File: config.mk
export PLATFORM = sky130hd
export DESIGN_NAME = coil_pwr_mode_ctrl
export DESIGN_NICKNAME = d
export VERILOG_FILES = /design/src/rtl/pwrmode_pkg.sv /design/src/rtl/pm_fault_sync.sv /design/src/rtl/pm_idle_timer.sv /design/src/rtl/pm_mode_fsm.sv /design/src/rtl/pm_status_flags.sv /design/src/rtl/coil_pwr_mode_ctrl.sv
export SDC_FILE = /design/constraint.sdc
export NUM_CORES = 1
export LEC_CHECK = 0
export BUFFER_PORTS_ARGS = -buffer_cell sky130_fd_sc_hd__buf_2
export CORE_MARGIN = 3
export CORE_UTILIZATION = 53
export CTS_CLUSTER_DIAMETER = 120
export DETAILED_ROUTE_END_ITERATION = 10
export PLACE_DENSITY = 0.77
export REMOVE_ABC_BUFFERS = 1
export SLEW_MARGIN = 25
export SYNTH_ARGS = -nofsm -noshare
export SYNTH_HDL_FRONTEND = slang
export SYNTH_HIERARCHICAL = 1
export SYNTH_SLANG_ARGS = --single-unit
File: constraint.sdc
create_clock -name clk -period 2.8 [get_ports clk]
set_clock_uncertainty 0.05 [all_clocks]
set_input_delay 0.42 -clock clk [delete_from_list [all_inputs] [get_ports clk]]
set_output_delay 0.42 -clock clk [all_outputs]
set_load 0.02 [all_outputs]
File: src/rtl/pwrmode_pkg.sv
package pwrmode_pkg;

    typedef enum logic [1:0] {
        MODE_OFF  = 2'd0,
        MODE_IDLE = 2'd1,
        MODE_RUN  = 2'd2
    } pmode_t;

    // bit 4 .. bit 0
    typedef struct packed {
        logic ot;
        logic shrt;
        logic open;
        logic uv;
        logic ovc;
    } flt_t;

    localparam int FLT_N = $bits(flt_t);

    function automatic logic halts_run(flt_t f, logic short_ok, logic open_ok);
        return f.ot | (f.shrt & short_ok) | (f.open & open_ok);
    endfunction

endpackage

File: src/rtl/pm_fault_sync.sv
module pm_fault_sync #(
    parameter int W = 5
) (
    input  logic         clk,
    input  logic         rst,
    input  logic [W-1:0] raw,
    output logic [W-1:0] synced
);
    logic [W-1:0] stage1;

    for (genvar i = 0; i < W; i++) begin : g_bit
        always_ff @(posedge clk) begin
            if (rst) begin
                stage1[i] <= 1'b0;
                synced[i] <= 1'b0;
            end else begin
                stage1[i] <= raw[i];
                synced[i] <= stage1[i];
            end
        end
    end
endmodule

File: src/rtl/pm_idle_timer.sv
module pm_idle_timer #(
    parameter int CNT_MAX = 25000
) (
    input  logic clk,
    input  logic rst,
    input  logic scl_lvl,
    output logic expired
);
    localparam int CW = $clog2(CNT_MAX + 1);
    localparam logic [CW-1:0] LIM = CW'(CNT_MAX);

    logic [CW-1:0] cnt_q;

    always_ff @(posedge clk) begin
        if (rst || scl_lvl)
            cnt_q <= '0;
        else if (cnt_q != LIM)
            cnt_q <= cnt_q + 1'b1;
    end

    assign expired = (cnt_q == LIM);


    cnt_needs_low_chk: assert property (@(posedge clk) disable iff (rst)
        (cnt_q != '0) |-> !$past(scl_lvl));
endmodule

File: src/rtl/pm_mode_fsm.sv
module pm_mode_fsm
    import pwrmode_pkg::*;
#(
    parameter int SP_W    = 10,
    parameter int DET_MIN = 256
) (
    input  logic            clk,
    input  logic            rst,
    input  logic            scl_lvl,
    input  logic [SP_W-1:0] setpoint,
    input  logic            sw_rst,
    input  logic            expired,
    input  flt_t            flt,
    output pmode_t          mode,
    output logic            load_dflt,
    output logic            sp_clr,
    output logic            stat_clr,
    output logic            enter_run,
    output logic            short_vld,
    output logic            open_vld
);
    localparam logic [SP_W-1:0] DET_V = SP_W'(DET_MIN);

    pmode_t st_q, st_n;
    logic   ld_n, clr_n, sp_nz, det_ok;

    assign sp_nz     = (setpoint != '0);
    assign det_ok    = (st_q == MODE_RUN) && (setpoint >= DET_V);
    assign short_vld = flt.shrt & det_ok;
    assign open_vld  = flt.open & det_ok;

    always_comb begin
        st_n      = st_q;
        ld_n      = 1'b0;
        clr_n     = 1'b0;
        enter_run = 1'b0;
        unique case (st_q)
            MODE_OFF: begin
                if (scl_lvl) begin
                    st_n = MODE_IDLE;
                    ld_n = 1'b1;
                end
            end
            MODE_IDLE: begin
                if (expired)
                    st_n = MODE_OFF;
                else if (sw_rst)
                    ld_n = 1'b1;
                else if (sp_nz && !flt.ot) begin
                    st_n      = MODE_RUN;
                    enter_run = 1'b1;
                end
            end
            MODE_RUN: begin
                if (expired)
                    st_n = MODE_OFF;
                else if (sw_rst) begin
                    st_n = MODE_IDLE;
                    ld_n = 1'b1;
                end else if (halts_run(flt, det_ok, det_ok)) begin
                    st_n  = MODE_IDLE;
                    clr_n = 1'b1;
                end else if (!sp_nz)
                    st_n = MODE_IDLE;
            end
            default: st_n = MODE_OFF;
        endcase
    end

    always_ff @(posedge clk) begin
        if (rst) begin
            st_q      <= MODE_OFF;
            load_dflt <= 1'b0;
            sp_clr    <= 1'b0;
            stat_clr  <= 1'b0;
        end else begin
            st_q      <= st_n;
            load_dflt <= ld_n;
            sp_clr    <= clr_n;
            stat_clr  <= enter_run;
        end
    end

    assign mode = st_q;


    load_pulse_chk: assert property (@(posedge clk) disable iff (rst)
        load_dflt |=> !load_dflt);

    zero_sp_exit_chk: assert property (@(posedge clk) disable iff (rst)
        (st_q == MODE_RUN && !sp_nz && !expired) |=> (st_q == MODE_IDLE));

    ot_block_chk: assert property (@(posedge clk) disable iff (rst)
        (st_q == MODE_IDLE && flt.ot) |=> (st_q != MODE_RUN));

    swrst_chk: assert property (@(posedge clk) disable iff (rst)
        (sw_rst && st_q != MODE_OFF && !expired) |=> (st_q == MODE_IDLE && load_dflt));
endmodule

File: src/rtl/pm_status_flags.sv
module pm_status_flags
    import pwrmode_pkg::*;
(
    input  logic clk,
    input  logic rst,
    input  flt_t flt,
    input  logic short_vld,
    input  logic open_vld,
    input  logic enter_run,
    output flt_t flags
);
    flt_t set_v;

    always_comb begin
        set_v      = flt;
        set_v.shrt = short_vld;
        set_v.open = open_vld;
    end

    always_ff @(posedge clk) begin
        if (rst || enter_run)
            flags <= '0;
        else
            flags <= flags | set_v;
    end


    clear_on_run_chk: assert property (@(posedge clk) disable iff (rst)
        enter_run |=> (flags == '0));

    sticky_chk: assert property (@(posedge clk) disable iff (rst)
        (!enter_run && flags.ovc) |=> flags.ovc);
endmodule

File: src/rtl/coil_pwr_mode_ctrl.sv
module coil_pwr_mode_ctrl
    import pwrmode_pkg::*;
#(
    parameter int SP_W       = 10,
    parameter int DET_MIN    = 256,
    parameter int IDLE_LIMIT = 25000
) (
    input  logic            clk,
    input  logic            rst,
    input  logic            scl_lvl,
    input  logic [SP_W-1:0] setpoint,
    input  logic            sw_rst,
    input  logic            flt_ot,
    input  logic            flt_short,
    input  logic            flt_open,
    input  logic            flt_uv,
    input  logic            flt_ovc,
    output logic [1:0]      mode,
    output logic            drv_en,
    output logic            load_dflt,
    output logic            sp_clr,
    output logic            stat_clr,
    output logic [4:0]      status
);
    flt_t   raw_f, sync_f, flags;
    pmode_t mode_e;
    logic   expired, enter_run, short_vld, open_vld;

    assign raw_f = '{ot: flt_ot, shrt: flt_short, open: flt_open, uv: flt_uv, ovc: flt_ovc};

    pm_fault_sync #(.W(FLT_N)) u_sync (
        .clk(clk), .rst(rst), .raw(raw_f), .synced(sync_f)
    );

    pm_idle_timer #(.CNT_MAX(IDLE_LIMIT)) u_timer (
        .clk(clk), .rst(rst), .scl_lvl(scl_lvl), .expired(expired)
    );

    pm_mode_fsm #(.SP_W(SP_W), .DET_MIN(DET_MIN)) u_fsm (
        .clk(clk), .rst(rst), .scl_lvl(scl_lvl), .setpoint(setpoint),
        .sw_rst(sw_rst), .expired(expired), .flt(sync_f), .mode(mode_e),
        .load_dflt(load_dflt), .sp_clr(sp_clr), .stat_clr(stat_clr),
        .enter_run(enter_run), .short_vld(short_vld), .open_vld(open_vld)
    );

    pm_status_flags u_flags (
        .clk(clk), .rst(rst), .flt(sync_f), .short_vld(short_vld),
        .open_vld(open_vld), .enter_run(enter_run), .flags(flags)
    );

    assign mode   = mode_e;
    assign drv_en = (mode_e == MODE_RUN);
    assign status = flags;


    pulses_exclusive_chk: assert property (@(posedge clk) disable iff (rst)
        $onehot0({load_dflt, sp_clr, stat_clr}));

    low_sp_no_det_chk: assert property (@(posedge clk) disable iff (rst)
        (mode_e == MODE_RUN && setpoint < SP_W'(DET_MIN) && !sync_f.ot && !sw_rst && !expired && setpoint != '0)
        |=> (mode_e == MODE_RUN));
endmodule

==> impl_metrics.ini <==
[clocking]
cts_tree = yes
htreeDepth = 2
post-cts-setup-buffers = 0
cts_sinks = 35
clk-insertion-delay-late_ns = 0.35
clk_path_buf_depth = 2
clockRootBuffer = clkbuf_4
hold_buffers = 0
cts_resized = 0
cts_buffers = 5
clk_pin_slew_worst_paths_ns = 0.12

[detailed_routing]
routedWlPerCell_um = 13.1
drcViolationCount = 0
dr.pass1.iters = 4
num_vias = 1226
drt_iter0_drc = 54
drt_wl_total_um = 2920
viasPerCell = 5.50
ant_nets = 0

[job]
cap_viol_max_count = 0

[floorplanning]
row_count = 18
start_util_pct = 58.7
fp.dieArea_um2 = 3550
die_x_um = 59.6
core-area_um2 = 2590
io_pins = 30
fp.dieH_um = 59.6

[timing]
drv_slew = 0
relSlewSlack_pct = 64.4
fin_ws_ns = 0.447
setup_tns_ns = 0
rsz0062_at_grt = false
report.final.hold_viol_count = 0
setup_viol = 0
fin_crit_sh_pct = 84.1
fmax_mhz = 425
hold_slack_ns = 0.229
fin_crit_ns = 2.35
worst_pin_slew_ns = 0.533

[pwr]
ir_drop_uv = 494
power.share.clock_pct = 32.9
comb_power_share_pct = 18.4
swShare_pct = 28.6
seqPwrFrac_pct = 48.7
leakagePower_nw = 0.723
p_sw_mw = 0.326
powerDensity_nw_per_um2 = 642
internal_power_mw = 0.814

[place]
dp_hpwl_um = 2200
place_congestion = 0.849
port_buffers = 29
dp_slack_ns = 0.449

[synth]
ys_types = 45
synth_top_cell_by_area = dfxtp_1
synth_edf_count = 0
synthCells = 159
synth_flop_cell = dfxtp_1
ys_warn_count = 6
async_reset_ff_share_pct = 0
yosys-top-cells-area = dfxtp_1, ha_1, nor2b_1, nor2_1, xnor2_1
ys_seq_area_share_pct = 46.1
avgSynthCellArea_um2 = 9.56
netlist_area_um2 = 1520
synth.top_cell.area_share_pct = 46.1
yosys_register_bits = 35

[global_route]
grt_pass1_wl_um = 5060
first_global_vias = 1188
antenna_found_initial = 0
gr-usage-all-layers_pct = 19.4
grt_max_degree = 19
grt_overflow_total = 0

[setup_path]
end_kind = flip-flop
start_kind = flip-flop
cp.arrival_ns = 2.55
cp_slowest_cell = or4_1
critPathKind = reg -> reg
max_stage_delay_ns = 0.66
path_cells = or4b_1, or4_1, inv_2, and2b_1, nand3_1, o221ai_2, mux2i_1
crit_fanout = 5
required_ns = 3.00

[min_path]
min_path_type = in -> reg

[finish]
final_common_cell = dfxtp_1
fin_nets = 217
area.growth.synth_to_final_pct = 16.8
drive_above_1_share_pct = 24.9
final_cell_mix = dfxtp_1, buf_2, nor2_1
diodes = 0
post-route-util_pct = 68.6

[outcome]
status = complete, no violations
==> final timing paths <==
kind,start,endpoint,slack [ns],cells after the start
max,u_timer/cnt_q[9]$_SDFFE_PP0P_,u_fsm/mode[1]$_SDFFE_PP0P_,0.45,7
max reg2reg,u_timer/cnt_q[9]$_SDFFE_PP0P_,u_fsm/mode[1]$_SDFFE_PP0P_,0.45,7
min,flt_uv,u_sync/stage1[1]$_SDFF_PP0_,0.23,2
min reg2reg,u_sync/stage1[1]$_SDFF_PP0_,u_sync/synced[1]$_SDFF_PP0_,0.40,1
==> per-layer routing <==
metal	share of wire (%)	routed length, um	vias up	global-route usage (%)
met2	48	1390	32	31.5
met4	1.3	38	0	9.18
met5	0	0	-	0
met3	6.5	191	4	6.97
met1	44	1300	573	22.6
li1	-	-	617	-
==> cell families (layout without fill, tap and decap cells) <==
logic type,after synthesis,in the layout,synth area share (%)
XOR/XNOR,10,10,5.76
AND/OR/NAND/NOR,75,75,29.3
AO/OA/AOI/OAI,19,19,9.14
adder cells (fa/ha/maj),6,6,4.94
buffers and inverters,11,45,2.80
flip-flops,35,35,46.1
multiplexers,3,3,1.98
==> cell type report <==
cell class	instances	area, um^2
Sequential cell	35	701
Inverter	8	30.0
Timing Repair Buffer	29	145
Multi-Input combinational cell	113	777
Fill cell	223	815
Clock inverter	3	47.5
Clock buffer	5	37.5
Tap cell	30	37.5
==> power by group through the flow <==
| stage | sequential, mW | combinational [mW] | clock, mW |
|---|---|---|---|
| floorplan | 0.587 | 0.119 | 0 |
| global placement | 0.564 | 0.202 | 0 |
| detailed placement | 0.567 | 0.209 | 0 |
| CTS | 0.555 | 0.210 | 0.384 |
| global route | 0.561 | 0.231 | 0.406 |
| finish | 0.555 | 0.210 | 0.375 |
==> flip-flops by register name, indices dropped and copies added (netlist names) <==
signal / flops
u_sync/synced: 5
u_fsm/sp_clr: 1
u_sync/stage1: 5
u_fsm/mode: 2
u_flags/flags: 5
u_timer/cnt_q: 15
u_fsm/stat_clr: 1
u_fsm/load_dflt: 1
==> cells in the mapped netlist, types with 2 or more instances <==
cell type / instances
inv_1: 7
ha_1: 6
nor3_1: 3
dfxtp_1: 35
or2_2: 2
a21oi_1: 3
nand3_1: 7
xnor2_1: 5
or4_1: 2
nor4_1: 2
nor2b_1: 10
and3_1: 5
or4b_1: 2
mux2i_1: 3
or2_1: 2
nor2_1: 15
o21ai_1: 2
nand2_1: 7
xor2_1: 5
o21a_1: 5
clkbuf_1: 2
or2b_2: 2
or3_1: 2
nor4_2: 2
nand4_1: 3
==> critical path: cells and delay by family (launching register included) <==
kind	cells	cell delay (ns)
simple gates	4	1.47
flops	1	0.36
buf+inv	1	0.10
compound gates	1	0.14
mux	1	0.14
==> through the flow <==
step           std cells  area (um^2)  power, mW
4_1_cts              223         1780       1.15
6_report             223         1780       1.14
3_5_place_dp         215         1690      0.775
3_3_place_gp         215         1690      0.766
5_1_grt              223         1780       1.20
2_1_floorplan        156         1510      0.706
Power figures use the tool's default switching activity.
